`config.mk`:
```
export PLATFORM = sky130hd
export DESIGN_NAME = tod_clock_core
export DESIGN_NICKNAME = d
export VERILOG_FILES = /design/src/rtl/tod_pkg.sv /design/src/rtl/tod_prescaler.sv /design/src/rtl/tod_bcd_digit.sv /design/src/rtl/tod_hour_stage.sv /design/src/rtl/tod_clock_core.sv
export SDC_FILE = /design/constraint.sdc
export NUM_CORES = 1
export LEC_CHECK = 0
export ABC_AREA = 0
export BUFFER_PORTS_ARGS = -buffer_cell sky130_fd_sc_hd__buf_2
export CORE_AREA = 4 4 67 69
export CTS_BUF_LIST = sky130_fd_sc_hd__clkbuf_16
export CTS_CLUSTER_SIZE = 16
export DETAILED_ROUTE_END_ITERATION = 7
export DIE_AREA = 0 0 71 73
export PLACE_DENSITY_LB_ADDON = 0.15
export SYNTH_ARGS = -nofsm -noshare
export SYNTH_HDL_FRONTEND = slang
export SYNTH_SLANG_ARGS = --single-unit
```
`constraint.sdc`:
```
create_clock -name clk -period 1.76 [get_ports clk]
set_input_delay 0.176 -clock clk [delete_from_list [all_inputs] [get_ports clk]]
set_output_delay 0.176 -clock clk [all_outputs]
set_load 0.005 [all_outputs]
```
`src/rtl/tod_pkg.sv`:
```
package tod_pkg;

    localparam int BCD_W = 4;

    typedef logic [BCD_W-1:0] bcd_t;

    // Moves the hours stage can take on a step.
    typedef enum logic [1:0] {
        HR_STEP       = 2'd0,
        HR_UNITS_WRAP = 2'd1,
        HR_DAY_WRAP   = 2'd2
    } hr_move_e;

    // Minute/second chain: even stages are units (mod 10), odd stages are tens (mod 6).
    function automatic int unsigned stage_modulus(input int unsigned idx);
        return (idx % 2 == 0) ? 10 : 6;
    endfunction

endpackage

```
`src/rtl/tod_prescaler.sv`:
```
module tod_prescaler #(
    parameter int unsigned PRESCALE_BITS = 15
) (
    input  logic clk,
    input  logic rst_n,
    input  logic ref_en,
    output logic tick
);

    logic tick_q;

    generate
        if (PRESCALE_BITS == 0) begin : g_direct
            always_ff @(posedge clk or negedge rst_n) begin
                if (!rst_n) tick_q <= 1'b0;
                else        tick_q <= ref_en;
            end
        end else begin : g_count
            logic [PRESCALE_BITS-1:0] cnt_q;
            always_ff @(posedge clk or negedge rst_n) begin
                if (!rst_n) begin
                    cnt_q  <= '0;
                    tick_q <= 1'b0;
                end else begin
                    tick_q <= ref_en && (&cnt_q);
                    if (ref_en) cnt_q <= cnt_q + 1'b1;
                end
            end
        end
    endgenerate

    assign tick = tick_q;

endmodule

```
`src/rtl/tod_bcd_digit.sv`:
```
module tod_bcd_digit
    import tod_pkg::*;
#(
    parameter int unsigned MODULUS = 10
) (
    input  logic clk,
    input  logic rst_n,
    input  logic step,
    output bcd_t value,
    output logic carry
);

    localparam bcd_t LAST = bcd_t'(MODULUS - 1);

    bcd_t value_q;

    always_ff @(posedge clk or negedge rst_n) begin
        if (!rst_n) begin
            value_q <= '0;
        end else if (step) begin
            value_q <= (value_q == LAST) ? bcd_t'(0) : bcd_t'(value_q + 4'd1);
        end
    end

    assign value = value_q;
    assign carry = step && (value_q == LAST);

endmodule

```
`src/rtl/tod_hour_stage.sv`:
```
module tod_hour_stage
    import tod_pkg::*;
#(
    parameter bit HOUR_12 = 1'b0
) (
    input  logic clk,
    input  logic rst_n,
    input  logic step,
    output bcd_t tens,
    output bcd_t ones
);

    localparam bcd_t RST_TENS  = HOUR_12 ? bcd_t'(1) : bcd_t'(0);
    localparam bcd_t RST_ONES  = HOUR_12 ? bcd_t'(2) : bcd_t'(0);
    localparam bcd_t END_TENS  = HOUR_12 ? bcd_t'(1) : bcd_t'(2);
    localparam bcd_t END_ONES  = HOUR_12 ? bcd_t'(2) : bcd_t'(3);
    localparam bcd_t WRAP_ONES = HOUR_12 ? bcd_t'(1) : bcd_t'(0);

    bcd_t     tens_q, ones_q;
    bcd_t     tens_d, ones_d;
    hr_move_e move;

    always_comb begin
        if (tens_q == END_TENS && ones_q == END_ONES) move = HR_DAY_WRAP;
        else if (ones_q == bcd_t'(9))                 move = HR_UNITS_WRAP;
        else                                          move = HR_STEP;
    end

    always_comb begin
        tens_d = tens_q;
        ones_d = ones_q;
        unique case (move)
            HR_STEP: begin
                ones_d = bcd_t'(ones_q + 4'd1);
            end
            HR_UNITS_WRAP: begin
                ones_d = '0;
                tens_d = bcd_t'(tens_q + 4'd1);
            end
            HR_DAY_WRAP: begin
                tens_d = '0;
                ones_d = WRAP_ONES;
            end
            default: begin
                tens_d = tens_q;
                ones_d = ones_q;
            end
        endcase
    end

    always_ff @(posedge clk or negedge rst_n) begin
        if (!rst_n) begin
            tens_q <= RST_TENS;
            ones_q <= RST_ONES;
        end else if (step) begin
            tens_q <= tens_d;
            ones_q <= ones_d;
        end
    end

    assign tens = tens_q;
    assign ones = ones_q;

endmodule

```
`src/rtl/tod_clock_core.sv`:
```
module tod_clock_core
    import tod_pkg::*;
#(
    parameter int unsigned PRESCALE_BITS = 15,
    parameter bit          HOUR_12       = 1'b0
) (
    input  logic       clk,
    input  logic       rst_n,
    input  logic       ref_en,
    output logic       tick_1hz,
    output logic [3:0] sec_ones,
    output logic [3:0] sec_tens,
    output logic [3:0] min_ones,
    output logic [3:0] min_tens,
    output logic [3:0] hr_ones,
    output logic [3:0] hr_tens
);

    localparam int unsigned N_STAGES = 4;

    logic                tick;
    logic [N_STAGES:0]   chain_en;
    bcd_t                digit [N_STAGES];

    tod_prescaler #(.PRESCALE_BITS(PRESCALE_BITS)) u_prescaler (
        .clk    (clk),
        .rst_n  (rst_n),
        .ref_en (ref_en),
        .tick   (tick)
    );

    assign chain_en[0] = tick;

    generate
        for (genvar g = 0; g < N_STAGES; g++) begin : g_stage
            tod_bcd_digit #(.MODULUS(stage_modulus(g))) u_digit (
                .clk   (clk),
                .rst_n (rst_n),
                .step  (chain_en[g]),
                .value (digit[g]),
                .carry (chain_en[g+1])
            );
        end
    endgenerate

    tod_hour_stage #(.HOUR_12(HOUR_12)) u_hours (
        .clk   (clk),
        .rst_n (rst_n),
        .step  (chain_en[N_STAGES]),
        .tens  (hr_tens),
        .ones  (hr_ones)
    );

    assign tick_1hz = tick;
    assign sec_ones = digit[0];
    assign sec_tens = digit[1];
    assign min_ones = digit[2];
    assign min_tens = digit[3];

endmodule

```
==> results.py <==
metrics = {
    "critical_path": {
        "crit_path_end_kind": "register",
        "worst-path-max-fanout": 5,
        "crit_required_ps": 1910,
        "criticalPathCategory": "reg2reg",
        "arrival_ps": 1820,
        "startpoint_type": "register",
    },
    "layout": {
        "drive_above_1_share_pct": 27.11,
        "final_common_cell": "dfrtp_1",
        "mostFrequentLayoutCells": "dfrtp_1, buf_2, buf_4, nand2_1, xnor2_1",
        "nets": 233,
        "diodes": 0,
        "syn_to_final_growth_pct": 25.43,
        "fin_area_um2": 2450,
    },
    "logic_synthesis": {
        "synthCells": 176,
        "synth.area.top_cells": "dfrtp_1, xnor2_1, xor2_1",
        "avgSynthCellArea_um2": 11.10,
        "synth_warnings": 0,
        "synth_top_area_share_pct": 51.25,
        "synth_area_um2": 1953,
        "synthesis.nets": 184,
        "ys_types": 40,
        "synth_seq_area_share_pct": 51.25,
        "synth-seq-cells": 40,
        "synth_top_cell_by_area": "dfrtp_1",
    },
    "die": {
        "initial_core_util_pct": 49.90,
        "dieArea_um2": 5183,
        "die_h_um": 73,
        "num_rows": 23,
        "core_um2": 3914,
        "io-pin-count": 28,
        "die_w_um": 71,
    },
    "timing": {
        "fin_setup_tns_ps": 0,
        "finalSetupViolCount": 0,
        "finalHoldViolations": 0,
        "finClkSkew_ps": 5.261,
        "fin_crit_ps": 1674,
        "fmax_mhz": 597.3,
        "relSlewSlack_pct": 66.69,
        "rsz0062_at_grt": "true",
        "worst_pin_slew_ps": 499.7,
        "min_period_over_period_pct": 95.13,
        "slew_violations": 0,
    },
    "grt": {
        "antenna_found_initial": 0,
        "grt_overflow": 0,
        "grt_max_degree": 41,
        "grt_usage_pct": 15.53,
        "grt_first_pass_wirelength_um": 6361,
        "grt_pass1_vias": 1435,
    },
    "place": {
        "dp_hpwl_um": 2736,
        "gp_congestion": 0.7785,
        "port_buffers": 27,
        "dpl_cell_area_um2": 2251,
    },
    "clocking": {
        "clock-root-buffer": "clkbuf_16",
        "cts.sinks": 40,
        "cts_buffer_depth": 2,
        "cts_htree_levels": 2,
        "cts_tree": "done",
        "cts.clk_slew.worst_paths_ps": 60,
        "numCtsBuffers": 5,
        "clock_latency_ps": 270,
    },
    "hold_path": {
        "hp-class": "in2reg",
    },
    "routing": {
        "first_iter_violations": 40,
        "ant_nets": 0,
        "drc_errors": 0,
        "dr.pass1.iters": 4,
        "top_layer_used": "met4",
        "vias": 1466,
        "met2WireLength_um": 1964,
        "vias_per_cell": 5.331,
        "avgRoutedWirePerCell_um": 13.55,
        "wl_met3_um": 129,
        "wl_met1_um": 1589,
        "wirelength_um": 3727,
    },
    "power_and_ir_drop": {
        "ir_drop_mv": 0.5583,
        "p_comb_share_pct": 9.0,
        "p_sw_uw": 496.2,
        "p_leak_uw": 0.001283,
        "p_seq_share_pct": 52.1,
        "switching_share_pct": 23.63,
        "powerDensity_nw_per_um2": 857.2,
        "pwr-share-clk_pct": 38.9,
        "p_int_uw": 1604,
    },
    "run_status": {
        "status": "completed",
    },
    "run": {
        "maxCapViolCount": 0,
    },
}
[metal layers]
metal | vias to the layer above | track usage (%)
met4 | 0 | 5.219
met3 | 5 | 4.683
met5 | - | 0
met1 | 727 | 17.76
li1 | 715 | -
met2 | 19 | 27.70
[timing repair]
item,in CTS,in global routing
buffers inserted,0,1
resized for setup,1,6
pin swaps,0,1
endpoints found under the setup margin,4,4
hold endpoints to repair,40,0
hold buffers,1,0
[cells by family (layout without fill, tap and decap cells)]
group                      Yosys count  count (layout)  synth area share [%]
and+or+nand+nor                     71              71                 22.55
DFF                                 40              40                 51.25
xor gates and xnor gates            23              23                 10.31
AOI/OAI and AO/OA                   20              20                 7.047
buffers and inverters               12              61                 2.563
adders and majority gates            5               5                 3.203
muxes                                5               5                 3.075
[critical path: stages (launching register included)]
cell and delay (ps):
dfrtp_1 450, nor4b_4 310, nand4_4 180, buf_4 180
o31ai_1 300, o31ai_2 110
[state kept, by name, summed over array words and instances (netlist names)]
| register | flops |
|---|---|
| u_hours.tens | 4 |
| u_prescaler.tick | 1 |
| u_hours.ones | 4 |
| u_prescaler.g_count.cnt_q | 15 |
| g_stage.u_digit.value | 16 |
[path summary, 6_finish.rpt]
| kind | start | end | slack, ps | depth (start not counted) |
|---|---|---|---|---|
| worst max register to register | g_stage[1].u_digit.value[3]$_DFFE_PN0N_ | u_hours.ones[2]$_DFFE_PN0P_ | 90 | 5 |
| worst min-delay path | ref_en | u_prescaler.g_count.cnt_q[0]$_DFFE_PN0P_ | 170 | 2 |
| worst max-delay path | g_stage[1].u_digit.value[3]$_DFFE_PN0N_ | u_hours.ones[2]$_DFFE_PN0P_ | 90 | 5 |
| worst min register to register | u_prescaler.g_count.cnt_q[13]$_DFFE_PN0P_ | u_prescaler.g_count.cnt_q[13]$_DFFE_PN0P_ | 470 | 1 |
| min in group asynchronous | rst_n | u_hours.tens[2]$_DFFE_PN0P_ | 490 | 3 |
| max in group asynchronous | rst_n | u_prescaler.g_count.cnt_q[11]$_DFFE_PN0P_ | 920 | 3 |
[area by class of cell]
cell class / instances / area, um2
multi-input combinational: 124 / 950.9
fill: 343 / 1464
clock buffer: 5 / 125.1
inverter: 10 / 37.54
sequential: 40 / 1001
timing repair buffer: 44 / 265.3
tap: 50 / 62.56
clock inverter: 2 / 7.507
[metrics by stage]
stage	instances	util [%]	hold WS (ps)	power [uW]	worst slack, ps
floorplan	176	-	-119.6	1227	10.55
global placement	266	57.51	254.1	1277	49.76
detailed placement	266	57.51	264.6	1297	-104.6
CTS	274	61.32	161.4	2136	54.05
global route	275	62.60	166.8	2218	-21.51
finish	275	62.60	168.7	2100	85.69
[synthesized netlist by cell type]
library cell  number
xnor2_1           12
nor3_2             2
buf_4              1
mux2_2             2
nand4b_1           3
or3b_1             1
nor4b_1            2
nor4_1             1
nor4_2             1
and4_1             1
mux2_1             2
xor2_1            11
a2bb2oi_2          1
nor4b_4            1
nor3_1             3
nand4_2            1
a221o_1            1
and2_1             2
o22ai_1            1
a211oi_1           1
dfrtp_1           40
nor2_1            10
o31ai_1            4
nor3b_1            3
o21ai_0            8
inv_1             10
ha_1               5
buf_2              1
and2b_1            1
and4b_1            2
mux2_4             1
nor2b_1            5
a21o_2             1
nand2b_1           3
a21oi_1            1
nand3_1            8
nand2_1           13
nand4_1            6
and3_1             2
a21o_1             2
[power by group through the flow]
stage	Sequential [uW]	Combinational, uW	Clock [uW]
finish	1090	189	817
global placement	1100	178	0
CTS	1090	195	848
detailed placement	1110	189	0
global route	1110	212	899
floorplan	1090	140	0
Power figures use the tool's default switching activity.
